### config.mk
export PLATFORM = sky130hd
export DESIGN_NAME = disp_timing_gen
export DESIGN_NICKNAME = d
export VERILOG_FILES = /design/src/rtl/dtg_pkg.sv /design/src/rtl/dtg_hv_counter.sv /design/src/rtl/dtg_event_gen.sv /design/src/rtl/dtg_frame_state.sv /design/src/rtl/disp_timing_gen.sv
export SDC_FILE = /design/constraint.sdc
export NUM_CORES = 1
export LEC_CHECK = 0
export BUFFER_PORTS_ARGS = -buffer_cell sky130_fd_sc_hd__buf_2
export CAP_MARGIN = 15
export CORE_ASPECT_RATIO = 0.7
export CORE_UTILIZATION = 50
export DETAILED_ROUTE_END_ITERATION = 16
export PLACE_DENSITY = 0.78
export REMOVE_ABC_BUFFERS = 1
export SLEW_MARGIN = 5
export SYNTH_ARGS = -nofsm -noshare
export SYNTH_HDL_FRONTEND = slang
export SYNTH_HIERARCHICAL = 1
export SYNTH_SLANG_ARGS = --single-unit
### constraint.sdc
create_clock -name clk -period 5.92 [get_ports clk]
set_input_delay 0.888 -clock clk [delete_from_list [all_inputs] [get_ports clk]]
set_output_delay 0.888 -clock clk [all_outputs]
set_load 0.005 [all_outputs]
### src/rtl/dtg_pkg.sv
package dtg_pkg;
  typedef enum logic [1:0] {
    SL_STD    = 2'd0,
    SL_AHEAD  = 2'd1,
    SL_BEHIND = 2'd2,
    SL_RSVD   = 2'd3
  } sl_mode_e;
endpackage

### src/rtl/dtg_hv_counter.sv
module dtg_hv_counter #(
  parameter int HW = 12,
  parameter int VW = 12
) (
  input  logic              clk,
  input  logic              rst,
  input  logic              en,
  input  logic [HW-1:0]     htotal,
  input  logic [VW-1:0]     vtotal,
  output logic [HW-1:0]     hc,
  output logic [VW-1:0]     vc,
  output logic [HW+VW-1:0]  pix,
  output logic              frame_end
);
  localparam int PW = HW + VW;

  logic line_end;

  assign line_end  = (hc == htotal - HW'(1));
  assign frame_end = en && line_end && (vc == vtotal - VW'(1));

  always_ff @(posedge clk) begin
    if (rst || !en) begin
      hc  <= '0;
      vc  <= '0;
      pix <= '0;
    end else if (line_end) begin
      hc <= '0;
      if (vc == vtotal - VW'(1)) begin
        vc  <= '0;
        pix <= '0;
      end else begin
        vc  <= vc + VW'(1);
        pix <= pix + PW'(1);
      end
    end else begin
      hc  <= hc + HW'(1);
      pix <= pix + PW'(1);
    end
  end

  // horizontal position stays below the programmed total
  a_r1_hc_range: assert property (@(posedge clk) disable iff (rst || !en)
    hc < htotal);
  // line number stays below the programmed total
  a_r1_vc_range: assert property (@(posedge clk) disable iff (rst || !en)
    vc < vtotal);
endmodule

### src/rtl/dtg_event_gen.sv
module dtg_event_gen
  import dtg_pkg::*;
#(
  parameter int HW = 12,
  parameter int VW = 12
) (
  input  logic              clk,
  input  logic              rst,
  input  logic              en,
  input  sl_mode_e          sl_mode,
  input  logic [1:0]        fs_delay,
  input  logic [HW-1:0]     hblank_start,
  input  logic [HW-1:0]     hsync_start,
  input  logic [VW-1:0]     vtotal,
  input  logic [VW-1:0]     vblank_start,
  input  logic [VW-1:0]     vblank_end,
  input  logic [VW-1:0]     vsync_start,
  input  logic [VW-1:0]     vsync_end,
  input  logic [HW-1:0]     hc,
  input  logic [VW-1:0]     vc,
  input  logic [HW+VW-1:0]  pix,
  output logic              vbs_hit,
  output logic              hblank_o,
  output logic              hsync_o,
  output logic              vblank_o,
  output logic              vsync_o,
  output logic              active_o,
  output logic [VW-1:0]     scanline_o,
  output logic [HW+VW-1:0]  pixel_o,
  output logic              ev_vblank_start_o,
  output logic              ev_frame_start_o,
  output logic              ev_vsync_start_o
);
  logic          at_hs, at_hb, past_hs;
  logic [VW-1:0] vbs_prev, vss_prev, t_next, tline, sl_val;
  logic [VW:0]   fs_line;
  logic          vss_hit, fs_hit, vbl_lvl, vs_lvl, act_lvl;

  assign at_hs   = (hc == hsync_start);
  assign at_hb   = (hc == hblank_start);
  assign past_hs = (hc >= hsync_start);

  // vertical events sit on the sync pixel of the line before their boundary
  assign vbs_prev = (vblank_start == '0) ? vtotal - VW'(1) : vblank_start - VW'(1);
  assign vss_prev = (vsync_start  == '0) ? vtotal - VW'(1) : vsync_start  - VW'(1);
  assign fs_line  = {1'b0, vblank_start} + {{(VW-1){1'b0}}, fs_delay};

  assign vbs_hit = en && at_hs && (vc == vbs_prev);
  assign vss_hit = en && at_hs && (vc == vss_prev);
  assign fs_hit  = en && at_hb && ({1'b0, vc} == fs_line);

  // line count as seen by sync-aligned logic
  assign t_next = (vc == vtotal - VW'(1)) ? '0 : vc + VW'(1);
  assign tline  = past_hs ? t_next : vc;

  assign vbl_lvl = (tline >= vblank_start) && (tline < vblank_end);
  assign vs_lvl  = (tline >= vsync_start) && (tline < vsync_end);
  assign act_lvl = (hc < hblank_start) && (vc < vblank_start);

  always_comb begin
    case (sl_mode)
      SL_AHEAD:  sl_val = (tline == vtotal - VW'(1)) ? '0 : tline + VW'(1);
      SL_BEHIND: sl_val = (tline >= VW'(2)) ? tline - VW'(2) : tline + vtotal - VW'(2);
      default:   sl_val = (tline == '0) ? vtotal - VW'(1) : tline - VW'(1);
    endcase
  end

  always_ff @(posedge clk) begin
    if (rst || !en) begin
      hblank_o          <= 1'b0;
      hsync_o           <= 1'b0;
      vblank_o          <= 1'b0;
      vsync_o           <= 1'b0;
      active_o          <= 1'b0;
      scanline_o        <= '0;
      pixel_o           <= '0;
      ev_vblank_start_o <= 1'b0;
      ev_frame_start_o  <= 1'b0;
      ev_vsync_start_o  <= 1'b0;
    end else begin
      hblank_o          <= (hc >= hblank_start);
      hsync_o           <= past_hs;
      vblank_o          <= vbl_lvl;
      vsync_o           <= vs_lvl;
      active_o          <= act_lvl;
      scanline_o        <= sl_val;
      pixel_o           <= pix;
      ev_vblank_start_o <= vbs_hit;
      ev_frame_start_o  <= fs_hit;
      ev_vsync_start_o  <= vss_hit;
    end
  end

  // blanking-start pulse marks the rising edge of the blanking level
  a_r2_vbl_rise: assert property (@(posedge clk) disable iff (rst)
    ev_vblank_start_o |-> (vblank_o && !$past(vblank_o)));
  // sync-start pulse marks the rising edge of the sync level
  a_r4_vs_rise: assert property (@(posedge clk) disable iff (rst)
    ev_vsync_start_o |-> (vsync_o && !$past(vsync_o)));
  // frame start lies inside both blankings, never with blanking start
  a_r3_fs_in_blank: assert property (@(posedge clk) disable iff (rst)
    ev_frame_start_o |-> (vblank_o && hblank_o && !ev_vblank_start_o));
  // disabling empties levels, counters and events on the next cycle
  a_r12_idle: assert property (@(posedge clk) disable iff (rst)
    !en |=> (!ev_vblank_start_o && !ev_frame_start_o && !ev_vsync_start_o &&
             !vblank_o && !active_o && scanline_o == '0 && pixel_o == '0));
endmodule

### src/rtl/dtg_frame_state.sv
module dtg_frame_state #(
  parameter int FCW = 24,
  parameter int NSH = 4,
  parameter int SHW = 16,
  parameter int TSW = 32
) (
  input  logic               clk,
  input  logic               rst,
  input  logic               en,
  input  logic               vbs_hit,
  input  logic               frame_end,
  input  logic [NSH*SHW-1:0] shadow_in,
  input  logic [TSW-1:0]     ts_now,
  output logic [FCW-1:0]     frame_vbl_o,
  output logic [FCW-1:0]     frame_pix_o,
  output logic [NSH*SHW-1:0] shadow_act_o,
  output logic [TSW-1:0]     frame_ts_o
);
  logic wrap_d;

  // wrap_d aligns the pixel-based count with the presented first pixel
  always_ff @(posedge clk) begin
    if (rst || !en) begin
      wrap_d      <= 1'b0;
      frame_vbl_o <= '0;
      frame_pix_o <= '0;
    end else begin
      wrap_d <= frame_end;
      if (vbs_hit) frame_vbl_o <= frame_vbl_o + FCW'(1);
      if (wrap_d)  frame_pix_o <= frame_pix_o + FCW'(1);
    end
  end

  for (genvar g = 0; g < NSH; g++) begin : g_slot
    always_ff @(posedge clk) begin
      if (rst) shadow_act_o[g*SHW +: SHW] <= '0;
      else if (vbs_hit) shadow_act_o[g*SHW +: SHW] <= shadow_in[g*SHW +: SHW];
    end
  end

  always_ff @(posedge clk) begin
    if (rst) frame_ts_o <= '0;
    else if (vbs_hit) frame_ts_o <= ts_now;
  end

  // blanking-based frame count steps by one on each event
  a_r9_fvbl_step: assert property (@(posedge clk) disable iff (rst)
    vbs_hit |=> (frame_vbl_o == $past(frame_vbl_o) + FCW'(1)));
  // pixel-based frame count steps by one after each frame wrap
  a_r8_fpix_step: assert property (@(posedge clk) disable iff (rst)
    (wrap_d && en) |=> (frame_pix_o == $past(frame_pix_o) + FCW'(1)));
  // live shadow copies only move on a blanking-start event
  a_r10_shadow_hold: assert property (@(posedge clk) disable iff (rst)
    !vbs_hit |=> $stable(shadow_act_o));
  // timestamp copy only moves on a blanking-start event
  a_r11_ts_hold: assert property (@(posedge clk) disable iff (rst)
    !vbs_hit |=> $stable(frame_ts_o));
endmodule

### src/rtl/disp_timing_gen.sv
module disp_timing_gen
  import dtg_pkg::*;
#(
  parameter int HW  = 12,
  parameter int VW  = 12,
  parameter int FCW = 24,
  parameter int NSH = 4,
  parameter int SHW = 16,
  parameter int TSW = 32
) (
  input  logic               clk,
  input  logic               rst,
  input  logic               en,
  input  logic [1:0]         sl_mode,
  input  logic [1:0]         fs_delay,
  input  logic [HW-1:0]      htotal,
  input  logic [HW-1:0]      hblank_start,
  input  logic [HW-1:0]      hsync_start,
  input  logic [VW-1:0]      vtotal,
  input  logic [VW-1:0]      vblank_start,
  input  logic [VW-1:0]      vblank_end,
  input  logic [VW-1:0]      vsync_start,
  input  logic [VW-1:0]      vsync_end,
  input  logic [NSH*SHW-1:0] shadow_in,
  input  logic [TSW-1:0]     ts_now,
  output logic               hblank_o,
  output logic               hsync_o,
  output logic               vblank_o,
  output logic               vsync_o,
  output logic               active_o,
  output logic [VW-1:0]      scanline_o,
  output logic [HW+VW-1:0]   pixel_o,
  output logic [FCW-1:0]     frame_vbl_o,
  output logic [FCW-1:0]     frame_pix_o,
  output logic               ev_vblank_start_o,
  output logic               ev_frame_start_o,
  output logic               ev_vsync_start_o,
  output logic [NSH*SHW-1:0] shadow_act_o,
  output logic [TSW-1:0]     frame_ts_o
);
  localparam int PW = HW + VW;

  logic [HW-1:0] hc;
  logic [VW-1:0] vc;
  logic [PW-1:0] pix;
  logic          frame_end, vbs_hit;
  sl_mode_e      mode;

  assign mode = sl_mode_e'(sl_mode);

  dtg_hv_counter #(.HW(HW), .VW(VW)) u_cnt (
    .clk(clk), .rst(rst), .en(en), .htotal(htotal), .vtotal(vtotal),
    .hc(hc), .vc(vc), .pix(pix), .frame_end(frame_end)
  );

  dtg_event_gen #(.HW(HW), .VW(VW)) u_evt (
    .clk(clk), .rst(rst), .en(en), .sl_mode(mode), .fs_delay(fs_delay),
    .hblank_start(hblank_start), .hsync_start(hsync_start), .vtotal(vtotal),
    .vblank_start(vblank_start), .vblank_end(vblank_end),
    .vsync_start(vsync_start), .vsync_end(vsync_end),
    .hc(hc), .vc(vc), .pix(pix), .vbs_hit(vbs_hit),
    .hblank_o(hblank_o), .hsync_o(hsync_o), .vblank_o(vblank_o),
    .vsync_o(vsync_o), .active_o(active_o), .scanline_o(scanline_o),
    .pixel_o(pixel_o), .ev_vblank_start_o(ev_vblank_start_o),
    .ev_frame_start_o(ev_frame_start_o), .ev_vsync_start_o(ev_vsync_start_o)
  );

  dtg_frame_state #(.FCW(FCW), .NSH(NSH), .SHW(SHW), .TSW(TSW)) u_frm (
    .clk(clk), .rst(rst), .en(en), .vbs_hit(vbs_hit), .frame_end(frame_end),
    .shadow_in(shadow_in), .ts_now(ts_now), .frame_vbl_o(frame_vbl_o),
    .frame_pix_o(frame_pix_o), .shadow_act_o(shadow_act_o), .frame_ts_o(frame_ts_o)
  );
endmodule

==> results of run 1 <==
==> stage by stage <==
step           setup TNS (ps)  cell area (sq um)  total power [W]  utilization
2_1_floorplan         -921770              15810         0.001862            -
3_3_place_gp                0              18800         0.002055       0.5959
3_5_place_dp           -16.00              18800         0.002065       0.5959
4_1_cts                     0              19650         0.003679       0.6228
5_1_grt                     0              19670         0.003787       0.6233
6_report                    0              19670         0.003660       0.6233
==> cells in the mapped netlist (19+ instances only) <==
library cell / count / area [sq um]
nor2b_1: 19 / 118.9
xor2_1: 76 / 665.6
nand2_1: 111 / 416.7
nand2b_1: 23 / 143.9
o21ai_0: 72 / 360.4
xnor2_1: 130 / 1139
ha_1: 124 / 1551
a21oi_1: 99 / 495.5
or3_1: 41 / 256.5
nor3_1: 44 / 220.2
inv_1: 143 / 536.8
nand3_1: 48 / 240.2
and2_1: 30 / 187.7
a211oi_1: 19 / 142.6
mux2i_1: 111 / 1111
a21o_1: 27 / 202.7
nor2_1: 235 / 882.1
clkbuf_1: 63 / 236.5
nand4_1: 57 / 356.6
dfxtp_1: 237 / 4745
nor4_1: 28 / 175.2
==> kinds of logic (layout without fill, tap and decap cells) <==
logic type               Yosys count  in the layout  share of synthesized area
XOR/XNOR                         206            206                     0.1111
AO/OA/AOI/OAI                    338            338                     0.1366
adder cells (fa/ha/maj)          126            126                    0.09799
flip-flops                       237            237                     0.2921
AND/OR/NAND/NOR                  728            728                     0.2319
multiplexers                     113            113                    0.06979
other                              0              6                          0
buffers and inverters            246            644                    0.06055
==> sequential cells by signal, indices dropped and copies added, names as in the netlist, 24 cells and up <==
| name | flops |
|---|---|
| u_cnt/pix | 24 |
| u_evt/pixel_o | 24 |
| u_frm/frame_pix_o | 24 |
| u_frm/frame_ts_o | 32 |
| u_frm/frame_vbl_o | 24 |
| u_frm/shadow_act_o | 64 |
==> area by class of cell <==
type	instances	area, sq um
Fill cell	2751	11890
Clock buffer	33	704.4
Sequential cell	237	4745
Inverter	146	548.0
Clock inverter	11	146.4
Tap cell	420	525.5
Timing Repair Buffer	454	2457
Antenna cell	6	15.01
Multi-Input combinational cell	1511	10530
==> report_power, final <==
| part | switching (W) | internal (W) | leakage, nW |
|---|---|---|---|
| logic | 0.000261 | 0.000178 | 6.47 |
| registers | 0.00000394 | 0.00160 | 1.91 |
| clock network | 0.000686 | 0.000931 | 0.413 |
| total | 0.000950 | 0.00271 | 8.80 |
==> worst max-delay path, delay by kind of cell <==
kind / cells / cell delay (ps)
compound gates: 12 / 2460
simple gates: 5 / 1500
fa+ha+maj: 3 / 620
buf+inv: 3 / 310
xor+xnor: 1 / 120
==> routing by layer <==
metal	global-route usage	share of wire	up-vias
li1	-	-	7728
met1	0.4263	0.43	7560
met2	0.4965	0.44	827
met3	0.07086	0.099	121
met4	0.1013	0.031	0
met5	0	0	-
==> worst max-delay path by stage <==
stage	from	to	slack (ps)	cells after the start
6_report	vtotal[0]	u_evt/scanline_o[10]	450	24
5_1_grt	vtotal[0]	u_evt/scanline_o[11]	50	25
4_1_cts	vtotal[0]	u_evt/scanline_o[10]	530	24
3_5_place_dp	vtotal[0]	u_evt/scanline_o[10]	-20	24
3_3_place_gp	vtotal[1]	u_evt/scanline_o[9]	60	24
2_1_floorplan	vtotal[1]	u_frm/frame_vbl_o[19]	-9970	12
==> metrics.md, run 1 <==
| Metric | Value |
|---|---|
| Status | finished clean |
| Port Buffers | 386 |
| Antenna violations before repair | 6 |
| WHS | 476.4 ps |
| Die area | 33,220 sq um |
| Post-detail-place hpwl | 41,200 um |
| Setup violations, final | 0 |
| Max Cap Violations | 0 |
| Number of synthesized flops with an enable pin | 0 |
| Crit-path cells | buf_2, inv_1, ha_1, nor3b_2, a211oi_1, or3_1, a2111o_1, or4_4, nand3_1, a21boi_2, ha_1, inv_1, ha_1, a21o_1, a21oi_1, o21bai_1, a21oi_1, o21ai_0, a21o_1, a21oi_1, xnor2_1, nor3_1, o31ai_1, o311a_1 |
| 1st-pass router iterations | 6 |
| RSZ-0062 raised after global routing | no |
| Clk slew on worst S/H paths | 70 ps |
| Synthesized area | 16,240 sq um |
| VDD IR-drop max | 0.2136 mV |
| Worst EP arrival | 5910 ps |
| First-pass GRT wire length | 84,170 um |
| Worst r2r path cells | 21 |
| Register area share after synthesis | 0.2921 |
| Syn Area/Cell | 8.145 sq um |
| Global-route usage over all layers | 0.3157 |
| Final weighted congestion in routability-driven placement | 1.038 |
| LEAKAGE | 8.796 nW |
| Core box area | 31,550 sq um |
| Most frequent cells in the layout | buf_2 (385), dfxtp_1 (237), nor2_1 (235) |
| Worst slew margin | 0.2967 |
| Hold buffer count at cts | 0 |
| Yosys warns | 6 |
| Pre-CTS worst setup slack | -16.00 ps |
| Synthesis-to-layout area growth | 21.09% |
| TritonCTS Buffers | 24 |
| Hold Crit Class | flop to flop |
| Initial Utilization | 0.5148 |
| Async SR Flop Fraction | 0 |
| Hold Crit Depth | 1 |
| Post-CTS setup buffers | 0 |
| Most common cell after layout, fill and taps aside | buf_2 |
| Routed WL | 53,750 um |
| Worst R2R Start | u_cnt/hc[2] |
| Final Hold Fails | 0 |
| # nets final | 2,699 |
| CP endpoint kind | flop |
| Critical R2R Capture | u_evt/scanline_o[10] |
| Post-synth cell types | 95 |
| Fmax | 182.9 MHz |
| H-tree Lvls | 1 |
| Synth Flop Type | dfxtp_1 |
| Tightest Pin Transition | 1050 ps |
| Iteration-0 DRC Markers | 1,363 |
| Vias | 16,240 |
| Die height | 152.8 um |
| CTS Root Cell | clkbuf_16 |
| Worst-Skew Late Latency | 560 ps |
| Setup WS post-layout | 452.0 ps |
| Fin crit period | 5468 ps |
| Skew final | 12.42 ps |
| TritonCTS clock tree | yes |
| Mapped Cells | 1,994 |
| Number of global-route vias before repair | 15,720 |
| Via density per instance | 5.762 |
| # DRC | 0 |
| Tcrit/Tclk final | 0.9236 |
| Slew Limit Fails | 0 |
| Type of the worst setup path | input pin to flop |
| Die W | 217.4 um |
| Cell Rows | 54 |
| Routed length per placed instance | 19.07 um |
| PostCTS Resize Cnt | 0 |
| Total gr overflow | 0 |
| Post-synthesis register bit count | 237 |
| Fin cells | 2,818 |
| Hold path start | u_cnt/pix[0] |
| CP required | 6360 ps |
| Critical Path Max Stage Delay | 500 ps |
| Hold EP | u_cnt/pix[0] |
| Clock Tree Buf Depth | 3 |
| Placed cells | 2,768 |
| Critical path startpoint category | input pin |
| Share of post-route cells with drive strength above 1 | 0.2241 |
| Clk sinks | 237 |
| Top-Level Pins | 387 |
| Worst-path fanout max | 6 |
| Reg2Reg Setup Slack | 900 ps |
| Power Density | 186.1 nW/um^2 |
| Post-DRT Antenna Nets | 0 |
| Slowest CP cell | or4_4 |
| Pin count of the biggest net entering global routing | 98 |
No activity file was read; power rests on OpenSTA's default activity.
==> run 2, diff against run 1 <==
- HOLD_SLACK_MARGIN: not set -> 0.08
- clock period: 5.92 -> 4.72 ns (I/O delays scaled with it)
==> run 2 against run 1 <==
The run now ends with setup timing left; global-route usage increased by 1.4 points; flip-flop and latch count unchanged; non-clock buffer count increased by 158; clock power increased by 28%; utilization increased by 4.7 points; hold slack got worse by 80 ps; sequential share of layout area decreased by 1.7 points; critical path depth increased by 5; first-iteration DRC count increased by 0.88%; count of clock-buffer cells in the layout decreased by 1; cell count increased by 5.6%.
==> metrics.md, run 2 (same netlist as run 1, synthesis figures left out) <==
| Metric | Value |
|---|---|
| CP endpoint kind | flop |
| H-tree Lvls | 1 |
| Worst R2R Start | u_cnt/vc[3] |
| Critical Path Max Stage Delay | 380 ps |
| Top reg by flops | u_frm/shadow_act_o |
| Worst EP arrival | 5390 ps |
| CP delay by family, top | compound AO/OA/AOI/OAI gates |
| Critical path startpoint category | input pin |
| Initial Utilization | 0.5148 |
| Antenna violations before repair | 6 |
| Top-Level Pins | 387 |
| Die height | 152.8 um |
| LEAKAGE | 9.678 nW |
| Final weighted congestion in routability-driven placement | 1.040 |
| Post-DRT Antenna Nets | 0 |
| Crit path top cell by count | buf_4 |
| Hold buffer count at cts | 0 |
| 1st-pass router iterations | 6 |
| Fin crit period | 4957 ps |
| Most frequent cells in the layout | buf_2 (382), dfxtp_1 (237), nor2_1 (235) |
| Vias | 16,950 |
| Clock Tree Buf Depth | 3 |
| Multi-input gate area | 10,750 sq um |
| Comb pwr share | 0.138 |
| Final core occ | 0.6708 |
| Internal | 0.003529 W |
| Seq pwr share | 0.423 |
| Routed WL | 56,900 um |
| Setup WS post-layout | -237.3 ps |
| Setup violations, final | 3 |
| Pin count of the biggest net entering global routing | 62 |
| Worst r2r path cells | 22 |
| CP required | 5150 ps |
| Register area | 4745 sq um |
| Port Buffers | 386 |
| Skew final | 14.96 ps |
| Max Cap Violations | 0 |
| VDD IR-drop max | 0.2564 mV |
| Tightest Pin Transition | 857.3 ps |
| Max reg flops | 64 |
| Share of post-route cells with drive strength above 1 | 0.2851 |
| Post-detail-place hpwl | 43,170 um |
| Worst-Skew Late Latency | 550 ps |
| RSZ-0062 raised after global routing | yes |
| Power Density | 224.4 nW/um^2 |
| Fmax | 201.7 MHz |
| Fillers | 2,569 |
| Global-route usage over all layers | 0.3299 |
| Pre-CTS worst setup slack | -1031 ps |
| Status | finished, violations left |
| Routed length per placed instance | 19.12 um |
| Slew Limit Fails | 0 |
| WP buf/inv | 10 |
| Worst-path fanout max | 3 |
| Hold Crit Class | input pin to flop |
| Via density per instance | 5.696 |
| Total gr overflow | 0 |
| Iteration-0 DRC Markers | 1,375 |
| Clk sinks | 237 |
| Critical R2R Capture | u_evt/scanline_o[9] |
| WHS | 396.8 ps |
| # DRC | 0 |
| Placed cells | 2,911 |
| Most common cell after layout, fill and taps aside | buf_2 |
| Number of global-route vias before repair | 16,500 |
| Cell Rows | 54 |
| Slowest CP cell | fa_2 |
| Clk slew on worst S/H paths | 60 ps |
| Sw frac | 0.2568 |
| Hold EP | u_frm/frame_ts_o[25] |
| Psw | 0.001219 W |
| Worst slew margin | 0.4285 |
| Die area | 33,220 sq um |
| Core box area | 31,550 sq um |
| Hold path start | ts_now[25] |
| Hold Crit Depth | 3 |
| Die W | 217.4 um |
| Biggest regs | u_frm/shadow_act_o (64), u_frm/frame_ts_o (32) |
| Synthesis-to-layout area growth | 30.31% |
| Reg2Reg Setup Slack | -160 ps |
| Fin Setup TNS | -647.7 ps |
| TritonCTS clock tree | yes |
| Tcrit/Tclk final | 1.050 |
| First-pass GRT wire length | 88,010 um |
| Stages on the worst setup path | 29 |
| Fin cells | 2,976 |
| Clock share of power | 0.439 |
| Type of the worst setup path | input pin to flop |
| CTS Root Cell | clkbuf_16 |
| Final Hold Fails | 0 |
| # nets final | 2,857 |
| Failing checks | setup timing |
| TritonCTS Buffers | 24 |
## run 2: cell types whose count changed in the layout (fill, tap and decap cells not counted), sizes merged
cell and change:
inv +1, bufinv +2, buf +158, clkinv -1, clkbuf -1, clkinvlp -1
## run 2: layer usage
metal  wire length [um]  up-vias  GRT usage
li1                   -     8061          -
met3               5353      143    0.07745
met4               1895        0     0.1090
met1              24160     7913     0.4335
met2              25480      833     0.5293
met5                  0        -          0
## run 2: worst max-delay path by stage
stage	start	endpoint	slack [ps]
2_1_floorplan	vtotal[1]	u_frm/frame_vbl_o[19]	-10990
3_3_place_gp	vtotal[0]	u_evt/scanline_o[9]	-850
3_5_place_dp	vtotal[0]	u_evt/scanline_o[11]	-1030
4_1_cts	vtotal[0]	u_evt/scanline_o[11]	-30
5_1_grt	vtotal[0]	u_evt/scanline_o[11]	-430
6_report	vtotal[0]	u_evt/scanline_o[9]	-240
## run 2: power by group through the flow
stage          logic, W  clock network (W)  registers, W
6_report       0.000654            0.00208       0.00201
5_1_grt        0.000705            0.00218       0.00201
4_1_cts        0.000625            0.00212       0.00201
3_5_place_dp   0.000596                  0       0.00206
3_3_place_gp   0.000577                  0       0.00206
2_1_floorplan  0.000278                  0       0.00206
## run 2: cell type report
type / instances / share of cell area
tap: 420 / 0.02483
inverter: 146 / 0.02589
clock inverter: 12 / 0.008690
sequential: 237 / 0.2242
antenna: 6 / 0.0007094
multi-input combinational: 1511 / 0.5081
clock buffer: 32 / 0.03169
timing repair buffer: 612 / 0.1759
## run 2: worst min-delay path: cells and delay by family
kind,cells,cell delay (ps)
and+or+nand+nor,1,70
muxes,1,50
buffers and inverters,1,70
## run 2: through the flow
step,total power (W),cell area [sq um]
after floorplan,0.002335,15810
after global placement,0.002633,19910
after detailed placement,0.002652,19910
after CTS,0.004753,21000
after global routing,0.004894,21170
final,0.004749,21170
## run 2: what timing repair did
action,4_1_cts,5_1_grt
pin swaps,27,31
setup buffers,16,4
setup endpoints to repair,6,14
resized for setup,31,32
==> run 3, diff against run 2 <==
- ABC_AREA: not set -> 1
- PLACE_DENSITY: 0.78 -> 0.79
- SYNTH_HIERARCHICAL: 1 -> not set
==> run 3 against run 2 <==
The flow now finishes without violations; die area fell by 3.5%; synthesized area fell by 3.5%; maximum frequency rose by 14%; clock skew barely moved; critical endpoint is now u_evt.scanline_o[10].
==> metrics.md, run 3 <==
| Metric | Value |
|---|---|
| Clk sinks | 237 |
| 1st-pass router iterations | 6 |
| Post-detail-place hpwl | 40,710 um |
| TritonCTS Buffers | 25 |
| Yosys warns | 0 |
| Hold buffer count at cts | 0 |
| Status | finished clean |
| Total gr overflow | 0 |
| Worst EP arrival | 4740 ps |
| Post-synthesis register bit count | 237 |
| Critical path startpoint category | flop |
| Seq pwr share | 0.437 |
| # DRC | 0 |
| Cell with the most instances after synthesis | nor2_1 |
| Cell Rows | 53 |
| RSZ-0062 raised after global routing | no |
| Comb pwr share | 0.116 |
| Mapped Cells | 2,309 |
| Final Hold Fails | 0 |
| Slew Limit Fails | 0 |
| GR Util met2 | 0.4823 |
| Biggest regs | u_frm.shadow_act_o (64), u_frm.frame_ts_o (32) |
| Die W | 213.6 um |
| Final core occ | 0.6321 |
| Hold Crit Class | input pin to flop |
| Worst-Skew Late Latency | 550 ps |
| TritonCTS clock tree | yes |
| Routed length per placed instance | 16.48 um |
| Die area | 32,060 sq um |
| Placed cells | 3,111 |
| First-pass GRT wire length | 79,150 um |
| Psw | 0.001188 W |
| CP required | 5100 ps |
| Synthesis-to-layout area growth | 22.81% |
| Total power | 0.004606 W |
| Met1 usage | 0.4267 |
| Synthesized area | 15,670 sq um |
| LEAKAGE | 9.421 nW |
| Max Cap Violations | 0 |
| Syn Area/Cell | 6.785 sq um |
| Slowest CP cell | dfxtp_2 |
| Pin count of the biggest net entering global routing | 100 |
| Worst-path fanout max | 9 |
| H-tree Lvls | 1 |
| Fin crit period | 4364 ps |
| Leading area contributor after synthesis | dfxtp_1 |
| Routed WL | 52,040 um |
| Tcrit/Tclk final | 0.9246 |
| Number of synthesized flops with an enable pin | 0 |
| VDD IR-drop max | 0.2745 mV |
| Post-DRT Antenna Nets | 0 |
| # nets final | 3,049 |
| Post-synth top cells | nor2_1 (387), nand2_1 (379), inv_1 (293) |
| Global-route usage over all layers | 0.3110 |
| Sw frac | 0.2578 |
| Clk slew on worst S/H paths | 60 ps |
| CP endpoint kind | flop |
| Clock share of power | 0.447 |
| Setup violations, final | 0 |
| Met3 Use GR | 0.07551 |
| Initial Utilization | 0.5147 |
| Vias | 17,040 |
| Crit path top cell by count | nand2_1 |
| Antenna violations before repair | 1 |
| Fillers | 2,833 |
| Core box area | 30,440 sq um |
| Async SR Flop Fraction | 0 |
| Iteration-0 DRC Markers | 1,620 |
| Critical Path Max Stage Delay | 360 ps |
| Via density per instance | 5.399 |
| Number of global-route vias before repair | 15,320 |
| Final weighted congestion in routability-driven placement | 0.9689 |
| Tightest Pin Transition | 983.7 ps |
| WP buf/inv | 4 |
| CP delay by family, top | simple AND/OR/NAND/NOR gates |
| Worst slew margin | 0.3442 |
| Top-Level Pins | 387 |
| Register area share after synthesis | 0.3028 |
| Port Buffers | 386 |
| Top reg by flops | u_frm.shadow_act_o |
| Clock Tree Buf Depth | 3 |
| CTS Root Cell | clkbuf_16 |
| Power Density | 239.4 nW/um^2 |
| Fin cells | 3,157 |
| Synth Flop Type | dfxtp_1 |
| WHS | 410.7 ps |
| Grt peak-use layer | met2 |
| Internal | 0.003419 W |
| Max reg flops | 64 |
| Fmax | 229.1 MHz |
| Skew final | 14.72 ps |
| Most frequent cells in the layout | nor2_1 (386), buf_2 (386), nand2_1 (378) |
| Synth area leaders | dfxtp_1 (30%), ha_1 (9.7%), nor2_1 (9.3%) |
| Share of post-route cells with drive strength above 1 | 0.2106 |
| Type of the worst setup path | flop to flop |
| Post-synth cell types | 56 |
| Die height | 150.1 um |
| Post-synth top area share | 0.3028 |
run 3: changes by cell type after synthesis, moves of 87 or more:
cell     previous run  this run
xnor2_1           130        23
nor2_1            235       387
nand2_1           111       379
mux2i_1           111         0
nand3_1            48       135
inv_1             143       293
run 3: power by group through the flow:
stage          Combinational (W)  Clock, W  Sequential (W)
3_5_place_dp            0.000520         0         0.00206
4_1_cts                 0.000524   0.00210         0.00201
5_1_grt                 0.000594   0.00218         0.00201
2_1_floorplan           0.000298         0         0.00206
3_3_place_gp            0.000507         0         0.00206
6_report                0.000535   0.00206         0.00201
run 3: cell type report:
cell class	instances	area (sq um)	share of cell area
Multi-Input combinational cell	1695	9440	0.4906
Sequential cell	237	4755	0.2471
Timing Repair Buffer	462	2531	0.1316
Clock inverter	13	170.2	0.008844
Clock buffer	32	681.9	0.03544
Antenna cell	1	2.502	0.0001301
Inverter	305	1145	0.05950
Tap cell	412	515.5	0.02679
run 3: repair_timing:
action,4_1_cts,5_1_grt
buffers inserted,0,0
resized for setup,0,11
setup endpoints to repair,0,2
run 3: cell families (layout without fill, tap and decap cells):
| group | count (synthesis) | in the layout | synth area share |
|---|---|---|---|
| buffers and inverters | 377 | 812 | 0.09495 |
| and+or+nand+nor | 1100 | 1100 | 0.3102 |
| AOI/OAI and AO/OA | 351 | 351 | 0.1232 |
| other | 0 | 1 | 0 |
| DFF | 237 | 237 | 0.3028 |
| xor gates and xnor gates | 120 | 120 | 0.06884 |
| adders and majority gates | 124 | 124 | 0.09998 |
run 3: per-stage QoR:
step | setup TNS (ps) | worst slack [ps] | cell area [sq um]
final | 0 | 356.0 | 19240
after detailed placement | -213.8 | -167.5 | 18370
after floorplan | -373.3 | -206.6 | 15320
after CTS | 0 | 210.2 | 19220
after global routing | 0 | 25.02 | 19240
after global placement | 0 | 86.20 | 18370
run 3: worst min-delay path: cells and delay by family:
family | cells | cell delay, ps
buf+inv | 1 | 70
compound gates | 1 | 70
simple gates | 1 | 70
run 3: per-layer routing:
metal	part of all wire	up-vias
li1	-	8358
met1	0.44	7809
met2	0.43	771
met3	0.096	106
met4	0.028	0
met5	0	-
run 3: worst paths after layout:
check	startpoint	to	slack, ps	cells past startpoint
max reg2reg	u_cnt.hc[11]	u_evt.scanline_o[10]	360	31
min reg2reg	u_cnt.pix[23]	u_evt.pixel_o[23]	440	2
max	u_cnt.hc[11]	u_evt.scanline_o[10]	360	31
min	shadow_in[63]	u_frm.shadow_act_o[63]	410	3
